## src/rtl/msix_pkg.sv

```systemverilog
package msix_pkg;
  localparam int unsigned WIN_AW     = 12;
  localparam int unsigned CTRL_EN    = 7;
  localparam int unsigned CTRL_FMASK = 6;

  typedef struct packed {
    logic [31:0] addr_lo;
    logic [31:0] addr_hi;
    logic [31:0] data;
    logic        mask;
  } vec_entry_t;
endpackage

```

## src/rtl/msix_ctrl_reg.sv

```systemverilog
module msix_ctrl_reg
  import msix_pkg::*;
#(
  parameter int INTX_N = 4
) (
  input  logic              clk_i,
  input  logic              rst_ni,
  input  logic              we_i,
  input  logic [7:0]        wdata_i,
  input  logic [INTX_N-1:0] intx_i,
  output logic              enable_o,
  output logic              fmask_o,
  output logic [7:0]        ctrl_o,
  output logic [INTX_N-1:0] intx_o
);
  logic en_q, fm_q;

  always_ff @(posedge clk_i or negedge rst_ni) begin
    if (!rst_ni) begin
      en_q <= 1'b0;
      fm_q <= 1'b0;
    end else if (we_i) begin
      en_q <= wdata_i[CTRL_EN];
      fm_q <= wdata_i[CTRL_FMASK];
    end
  end

  always_comb begin
    ctrl_o             = '0;
    ctrl_o[CTRL_EN]    = en_q;
    ctrl_o[CTRL_FMASK] = fm_q;
  end

  assign enable_o = en_q;
  assign fmask_o  = fm_q;
  // every legacy line is silenced, not just the first
  assign intx_o   = en_q ? '0 : intx_i;
endmodule

```

## src/rtl/msix_vec_table.sv

```systemverilog
module msix_vec_table
  import msix_pkg::*;
#(
  parameter int NUM_VEC = 4,
  localparam int IDX_W  = (NUM_VEC > 1) ? $clog2(NUM_VEC) : 1
) (
  input  logic                clk_i,
  input  logic                rst_ni,
  input  logic                we_i,
  input  logic [WIN_AW-1:0]   addr_i,
  input  logic [31:0]         wdata_i,
  input  logic [NUM_VEC-1:0]  pend_i,
  output logic [31:0]         rdata_o,
  output vec_entry_t          entries_o [NUM_VEC]
);
  logic       pba_sel;
  logic [6:0] ent_idx;
  logic [1:0] word_sel;

  assign pba_sel  = addr_i[11];
  assign ent_idx  = addr_i[10:4];
  assign word_sel = addr_i[3:2];

  for (genvar v = 0; v < NUM_VEC; v++) begin : g_ent
    logic hit;
    assign hit = we_i && !pba_sel && (ent_idx == 7'(v));

    always_ff @(posedge clk_i or negedge rst_ni) begin
      if (!rst_ni) begin
        entries_o[v].addr_lo <= '0;
        entries_o[v].addr_hi <= '0;
        entries_o[v].data    <= '0;
        entries_o[v].mask    <= 1'b1;
      end else if (hit) begin
        unique case (word_sel)
          2'd0: entries_o[v].addr_lo <= wdata_i;
          2'd1: entries_o[v].addr_hi <= wdata_i;
          2'd2: entries_o[v].data    <= wdata_i;
          2'd3: entries_o[v].mask    <= wdata_i[0];
        endcase
      end
    end
  end

  always_comb begin
    rdata_o = '0;
    if (pba_sel) begin
      if (addr_i[10:2] == '0) rdata_o = 32'(pend_i);
    end else if (32'(ent_idx) < NUM_VEC) begin
      unique case (word_sel)
        2'd0: rdata_o = entries_o[ent_idx[IDX_W-1:0]].addr_lo;
        2'd1: rdata_o = entries_o[ent_idx[IDX_W-1:0]].addr_hi;
        2'd2: rdata_o = entries_o[ent_idx[IDX_W-1:0]].data;
        2'd3: rdata_o = {31'b0, entries_o[ent_idx[IDX_W-1:0]].mask};
      endcase
    end
  end
endmodule

```

## src/rtl/msix_pend_arb.sv

```systemverilog
module msix_pend_arb
  import msix_pkg::*;
#(
  parameter int NUM_VEC = 4
) (
  input  logic               clk_i,
  input  logic               rst_ni,
  input  logic               enable_i,
  input  logic               fmask_i,
  input  logic [NUM_VEC-1:0] event_i,
  input  logic [NUM_VEC-1:0] unused_i,
  input  vec_entry_t         entries_i [NUM_VEC],
  output logic [NUM_VEC-1:0] pend_o,
  output logic               msg_valid_o,
  output logic [63:0]        msg_addr_o,
  output logic [31:0]        msg_data_o
);
  logic [NUM_VEC-1:0] pend_q, pend_d, ev_live, pend_all, vmask, cand, grant;
  vec_entry_t         sel;

  for (genvar v = 0; v < NUM_VEC; v++) begin : g_mask
    assign vmask[v] = entries_i[v].mask;
  end

  assign ev_live  = enable_i ? (event_i & ~unused_i) : '0;
  assign pend_all = pend_q | ev_live;
  assign cand     = pend_all & ~vmask & {NUM_VEC{enable_i & ~fmask_i}};
  // isolate lowest set bit: lowest index wins
  assign grant    = cand & (~cand + NUM_VEC'(1));
  assign pend_d   = pend_all & ~grant & ~unused_i;

  always_comb begin
    sel = '0;
    for (int i = 0; i < NUM_VEC; i++) begin
      if (grant[i]) sel = entries_i[i];
    end
  end

  always_ff @(posedge clk_i or negedge rst_ni) begin
    if (!rst_ni) begin
      pend_q      <= '0;
      msg_valid_o <= 1'b0;
      msg_addr_o  <= '0;
      msg_data_o  <= '0;
    end else begin
      pend_q      <= pend_d;
      msg_valid_o <= |cand;
      if (|cand) begin
        msg_addr_o <= {sel.addr_hi, sel.addr_lo};
        msg_data_o <= sel.data;
      end
    end
  end

  assign pend_o = pend_q;
endmodule

```

## src/rtl/msix_table_ctrl.sv

```systemverilog
module msix_table_ctrl
  import msix_pkg::*;
#(
  parameter int NUM_VEC = 4,
  parameter int INTX_N  = 4
) (
  input  logic               clk_i,
  input  logic               rst_ni,
  input  logic               tbl_we_i,
  input  logic [11:0]        tbl_addr_i,
  input  logic [31:0]        tbl_wdata_i,
  output logic [31:0]        tbl_rdata_o,
  input  logic               ctrl_we_i,
  input  logic [7:0]         ctrl_wdata_i,
  output logic [7:0]         ctrl_o,
  input  logic [NUM_VEC-1:0] event_i,
  input  logic [NUM_VEC-1:0] unused_i,
  input  logic [INTX_N-1:0]  intx_i,
  output logic [INTX_N-1:0]  intx_o,
  output logic               msg_valid_o,
  output logic [63:0]        msg_addr_o,
  output logic [31:0]        msg_data_o
);
  logic               enable, fmask;
  logic [NUM_VEC-1:0] pend;
  vec_entry_t         entries [NUM_VEC];

  msix_ctrl_reg #(.INTX_N(INTX_N)) u_ctrl (
    .clk_i    (clk_i),
    .rst_ni   (rst_ni),
    .we_i     (ctrl_we_i),
    .wdata_i  (ctrl_wdata_i),
    .intx_i   (intx_i),
    .enable_o (enable),
    .fmask_o  (fmask),
    .ctrl_o   (ctrl_o),
    .intx_o   (intx_o)
  );

  msix_vec_table #(.NUM_VEC(NUM_VEC)) u_table (
    .clk_i     (clk_i),
    .rst_ni    (rst_ni),
    .we_i      (tbl_we_i),
    .addr_i    (tbl_addr_i),
    .wdata_i   (tbl_wdata_i),
    .pend_i    (pend),
    .rdata_o   (tbl_rdata_o),
    .entries_o (entries)
  );

  msix_pend_arb #(.NUM_VEC(NUM_VEC)) u_arb (
    .clk_i       (clk_i),
    .rst_ni      (rst_ni),
    .enable_i    (enable),
    .fmask_i     (fmask),
    .event_i     (event_i),
    .unused_i    (unused_i),
    .entries_i   (entries),
    .pend_o      (pend),
    .msg_valid_o (msg_valid_o),
    .msg_addr_o  (msg_addr_o),
    .msg_data_o  (msg_data_o)
  );
endmodule

```

## config.mk

```make
export PLATFORM = sky130hd
export DESIGN_NAME = msix_table_ctrl
export DESIGN_NICKNAME = d
export VERILOG_FILES = /design/src/rtl/msix_pkg.sv /design/src/rtl/msix_ctrl_reg.sv /design/src/rtl/msix_vec_table.sv /design/src/rtl/msix_pend_arb.sv /design/src/rtl/msix_table_ctrl.sv
export SDC_FILE = /design/constraint.sdc
export NUM_CORES = 1
export LEC_CHECK = 0
export ABC_CLOCK_PERIOD_IN_PS = 5600
export BUFFER_PORTS_ARGS = -buffer_cell sky130_fd_sc_hd__buf_2
export CORE_ASPECT_RATIO = 1.4
export CORE_MARGIN = 4
export CORE_UTILIZATION = 45
export DETAILED_ROUTE_END_ITERATION = 10
export REMOVE_ABC_BUFFERS = 1
export SETUP_SLACK_MARGIN = 0.05
export SYNTH_ARGS = -nofsm -noshare
export SYNTH_HDL_FRONTEND = slang
export SYNTH_SLANG_ARGS = --single-unit
export TNS_END_PERCENT = 100
```

## constraint.sdc

```tcl
create_clock -name clk_i -period 5.6 [get_ports clk_i]
set_clock_uncertainty 0.2 [all_clocks]
set_input_delay 0.84 -clock clk_i [delete_from_list [all_inputs] [get_ports clk_i]]
set_output_delay 0.84 -clock clk_i [all_outputs]
set_load 0.005 [all_outputs]
```

### Word-level counts from Yosys, hierarchy flattened

Index checks and enable logic that the tools add are counted.

| cells by class | value |
|---|---|
| muxes and demuxes | 13 |
| $lt $le $gt $ge | 2 |
| $add $sub $neg | 1 |
| reductions and logical operators | 26 |
| equal/unequal tests | 6 |
| bitwise gates (word level) | 14 |

Operators with widths:

| cell | number |
|---|---|
| two-way mux 97 bit | 6 |
| binary-select mux 97 bit (select 2 bit) | 1 |
| one-hot mux 32 bit (4 select lines) | 1 |
| two-way mux 32 bit | 2 |
| AND reduction 2 bit | 16 |
| AND 4 bit | 6 |
| NOT 4 bit | 4 |
| equality test 7 x 2 -> 1 bit (second input constant) | 2 |
| two-way mux 4 bit | 3 |
| logical NOT 9 bit | 1 |
| equality test 7 x 1 -> 1 bit (second input constant) | 1 |
| logical NOT 7 bit | 1 |
| < comparator 7 x 3 -> 1 bit (second input constant) | 1 |
| logical AND 1 bit | 5 |
| adder 4 x 1 -> 4 bit (second input constant) | 1 |
| equality test 2 bit (second input constant) | 2 |
| bitwise OR 4 bit | 1 |
| OR reduction 4 bit | 1 |
| >= comparator 3 bit (second input constant) | 1 |
| NOT 2 -> 3 bit | 1 |
| equality test 2 x 1 -> 1 bit (second input constant) | 1 |
| logical NOT 2 bit | 1 |
| AND 1 bit | 1 |
| logical NOT 1 bit | 1 |
| NOT 1 bit | 1 |

| word-level totals | value |
|---|---|
| output and inout port bits | 141 |
| logic and storage cells | 84 |
| bits in registers | 491 |

### Logic depth before layout (Yosys ltp)

| logic depth | value |
|---|---|
| depth after elaboration | 13 |
| gate-level depth with buffers | 10 |
| gate-level depth less buffers | 5 |

### Cells and area by module

Synthesis repeated with hierarchy kept, for this count alone.

| second synthesis, totals | value |
|---|---|
| cells, all modules | 2050 |
| area, all modules | 25672.1 µm² |

By module, submodules not included:

| module | area an instance (µm²) | cells an instance | times used |
|---|---|---|---|
| msix_vec_table | 17735.8 | 1129 | 1 |
| msix_pend_arb | 7767.4 | 904 | 1 |
| msix_ctrl_reg | 168.9 | 17 | 1 |

### Worst setup path before layout

Ideal clock, no wire load.

| timing | value |
|---|---|
| path type | in2out |
| start | input tbl_addr_i[4] |
| end | output tbl_rdata_o[10] |
| path slack | 1954 ps |
| stages | 5 |
| path buffers | 2 |
| required time | 4560 ps |
| arrival | 2606 ps |
| cells stage by stage | clkbuf_1 buf_1 mux4_2 a21oi_1 nor2_1 |

| between the ends | value |
|---|---|
| cells in the longest elaborated chain, start to end | 7 |
| elaborated cells between the ends (all ways) | 8 |
| classes of those cells | order compare: 1; mux: 6; bitwise: 1 |

Ends and longest elaborated chain:

| item | RTL line | source |
|---|---|---|
| start: declaration | msix_table_ctrl.sv:10 | `input logic [11:0] tbl_addr_i,` |
| NOT 2 -> 3 bit (not written as such) | msix_vec_table.sv:51, msix_vec_table.sv:52, msix_vec_table.sv:53 |  |
| binary-select mux 97 bit (select 2 bit) | msix_vec_table.sv:51, msix_vec_table.sv:52, msix_vec_table.sv:53 |  |
| two-way mux 97 bit (not written as such) (2 in series) | msix_vec_table.sv:51 | `2'd0: rdata_o = entries_o[ent_idx[IDX_W-1:0]].addr_lo;` |
| one-hot mux 32 bit (4 select lines) | msix_vec_table.sv:50 | `unique case (word_sel)` |
| two-way mux 32 bit * | msix_vec_table.sv:49 | `end else if (32'(ent_idx) < NUM_VEC) begin` |
| two-way mux 32 bit * | msix_vec_table.sv:47 | `if (pba_sel) begin` |
| end: declaration | msix_table_ctrl.sv:12 | `output logic [31:0] tbl_rdata_o,` |

Mark *: on every way between the ends. The rest lies on a longest branch, timed or not. The select of a mux whose other input is x is not followed.

### Worst setup path after layout

| timing | value |
|---|---|
| start | input tbl_addr_i[4] |
| end | output tbl_rdata_o[13] |

Same word-level chain as after synthesis.

==> qor.csv <==
metric;value;unit
run status;finished, final reports clean;
port bufs;194;
cell area after synthesis;0.0247;sq mm
main combinational cell family by area after synthesis;multiplexers;
number of synthesis warnings;0;
maxcap violations;0;
Critical path origin;tbl_addr_i[4];
stages on the worst setup path;8;
total power consumption of the routed design;9.08;mW
final antenna-violating net count;0;
maximum fanout along the worst path;55;
total length of routed wires;80100;um
power per cell area;325;mW/mm^2
routed vias/inst;6.41;
category of the most critical setup path;in -> out;
Die X;206;um
top post-synthesis cells by area;sky130_fd_sc_hd__dfrtp_1 (49%), sky130_fd_sc_hd__mux2_2 (18%), sky130_fd_sc_hd__mux4_2 (8.8%);
area used by sequential logic in the layout;0.0123;sq mm
Critical path destination;tbl_rdata_o[13];
remaining max-slew budget at the tightest pin;0.263;
number of buffers created by CTS;49;
footprint of the multi-input gates;0.0117;sq mm
sequential share of the synthesized area;0.498;
Worst VDD drop;0.224;mV
data arrival time of the worst path;3.20;ns
EDFF count, synth;0;
RSZ-0062 raised after global routing;false;
utilization after layout;0.514;
most frequent cells after synthesis;sky130_fd_sc_hd__dfrtp_1 (487), sky130_fd_sc_hd__mux2_2 (389), sky130_fd_sc_hd__clkbuf_1 (155);
total of cells resized after clock tree synthesis;0;
die footprint;0.0587;sq mm
final cycle utilization of the critical path;0.757;
initial antenna violation count;4;
die height;285;um
clock tree root buffer cell;sky130_fd_sc_hd__clkbuf_16;
leakage power;14.0;nW
number of buffer and inverter stages on the critical path;3;
effective utilization at floorplan;0.454;
Setup crit start kind;primary input;
R2R Path Start;u_ctrl.enable_o;
first-iteration detailed-routing DRC count;1299;
setup slack of the most critical reg-to-reg path;1.75;ns
HPWL after detailed placement;43100;um
most numerous cell in the Yosys netlist;sky130_fd_sc_hd__dfrtp_1;
cts-stage hold buffer count;0;
H-tree lvl count;2;
area fraction in compound gates after synthesis;0.114;
simple-gate area share of the yosys netlist;0.0355;
adder-cell share of the synthesized area;0;
biggest area consumer among synthesized cells;sky130_fd_sc_hd__dfrtp_1;
synthesized instance count;1926;
row count;101;
terminus of the critical flop-to-flop path;u_arb.msg_data_o[29];
number of buffers on the longest clock path;3;
Routability Congestion;0.779;
final period demand of the worst path;4.24;ns
DRC Markers;0;
number of filler cells placed in the layout;4748;
Post-synth top flop;sky130_fd_sc_hd__dfrtp_1;
CP max stage cell;sky130_fd_sc_hd__buf_6;
postcts setup bufs;0;
share of the synthesized netlist area taken by xor and xnor gates;0;
maximum cell stage delay along the critical path;0.61;ns
total global-route track usage;0.270;
count of vias placed by the detailed router;17700;
clock insertion delay at the later pin of the skew report;0.59;ns
proportion of layout cells with a drive suffix above 1;0.403;
average routed wire per standard cell;28.9;um
top-level I/O count;209;
placeable core region;0.0543;sq mm
vias in the first global route;18900;
global-route wire length before repair;121000;um
transition time at the pin with the least slew margin;1.10;ns
TritonCTS clock tree;built;
cell family contributing the most delay on the critical path;buffers and inverters;
fraction of synthesized area in multiplexers;0.318;
final-stage net count;2078;
final setup vio count;0;
critical path required time;4.56;ns
number of clock sinks;491;
First-pass DRT Iterations;6;
number of pins with negative max-slew slack in the final report;0;
maximum number of pins on one net before global-route repair;177;
Reg2Reg Depth;6;
Max Freq;236;MHz
signed area change from the synthesized netlist to the final layout;13.2;%
Reg clk slew, reported paths;0.06;ns
area share of the largest cell type after synthesis;0.494;
Hold/Removal Path Class;in -> async;
share of synthesized flip-flops with an asynchronous set or reset;1.00;
gr ovfl total;0;
Most common cell on crit path;sky130_fd_sc_hd__nor2_1;
final hold violation count;0;
number of flip-flops and latches in the synthesized netlist;491;
number of library cell types mapped by synthesis;38;
crit-path cells;buf_6 > buf_4 > mux4_2 > mux2i_1 > nor2_1 > a21oi_1 > nor2_1 > buf_2;
Worst Hold Margin;0.0927;ns
mean cell area of the mapped netlist;12.8;sq um
endpoint class of the critical path;output pin;
==> worst reg2reg max path: stages (launching register included) <==
cell and delay, ns:
sky130_fd_sc_hd__dfrtp_1 0.58, sky130_fd_sc_hd__nor3b_1 0.64, sky130_fd_sc_hd__o21a_4 0.66, sky130_fd_sc_hd__buf_4 0.98, sky130_fd_sc_hd__a21oi_1 0.18, sky130_fd_sc_hd__a221o_1 0.37
sky130_fd_sc_hd__a2bb2oi_1 0.17
==> flip-flops by register name, indices dropped and copies added, names as in the netlist <==
signal             cells
u_arb.msg_addr_o      64
u_arb.msg_data_o      32
u_arb.msg_valid_o      1
u_arb.pend_o           4
u_ctrl.enable_o        1
u_ctrl.fmask_o         1
u_table.entries_o    388
==> stage by stage <==
stage / instances / setup slack [ns] / TNS [ns] / instance area [sq um]
2_1_floorplan: 1721 / -2.34 / -192.05 / 23900
3_3_place_gp: 2680 / 1.32 / 0 / 26300
3_5_place_dp: 2680 / 1.33 / 0 / 26300
4_1_cts: 2766 / 1.34 / 0 / 27900
5_1_grt: 2768 / 1.20 / 0 / 27900
6_report: 2768 / 1.36 / 0 / 27900
==> cell usage in the layout (no fill, tap or decap), drive strengths merged, types with 3 or more instances in the layout <==
master	count
a21oi	112
a221o	79
a221oi	9
a22oi	11
a2bb2oi	79
buf	238
bufinv	6
clkbuf	69
clkinv	8
conb	6
dfrtp	487
dfstp	4
inv	4
mux2	390
mux2i	128
mux4	97
nand2	22
nand2b	5
nand3	3
nand4	4
nor2	150
nor2b	10
nor3	7
o21ai	84
o221ai	8
o22ai	9
==> per-layer routing <==
| metal | GRT usage | vias to the layer above | wire length (um) |
|---|---|---|---|
| li1 | - | 7399 | - |
| met1 | 0.364 | 9486 | 33100 |
| met2 | 0.448 | 693 | 39300 |
| met3 | 0.0433 | 165 | 4900 |
| met4 | 0.0905 | 4 | 2730 |
| met5 | 0 | - | 31 |
==> cell families (layout without fill, tap and decap cells) <==
| kind of cell | Yosys count | after routing |
|---|---|---|
| mux | 615 | 615 |
| simple gates | 209 | 209 |
| compound gates | 398 | 398 |
| flops | 491 | 491 |
| buf+inv | 212 | 326 |
| other cells | 1 | 8 |
==> where the power goes <==
group | internal, mW | switching [mW]
Clock | 2.01 | 1.42
Combinational | 0.683 | 0.849
Sequential | 3.85 | 0.258
Total | 6.55 | 2.53
==> worst min-delay path by stage <==
stage	start	end	slack, ns	cells after the start
after detailed placement	u_table.entries_o[187]	u_table.entries_o[187]	0.31	1
final	rst_ni	u_table.entries_o[61]	0.09	1
after global placement	u_table.entries_o[29]	u_table.entries_o[29]	0.30	1
after floorplan	u_table.entries_o[187]	u_table.entries_o[187]	0.28	1
after CTS	rst_ni	u_table.entries_o[61]	0.15	1
after global routing	rst_ni	u_table.entries_o[61]	0.19	1
==> cell type report <==
cell class / instances / area share
inverter: 2 / 0.000269
sequential: 491 / 0.440
timing repair buffer: 238 / 0.0509
multi-input combinational: 1228 / 0.418
clock buffer: 69 / 0.0501
clock inverter: 17 / 0.00878
antenna: 2 / 0.000179
tap: 721 / 0.0323
Power figures use the tool's default switching activity.
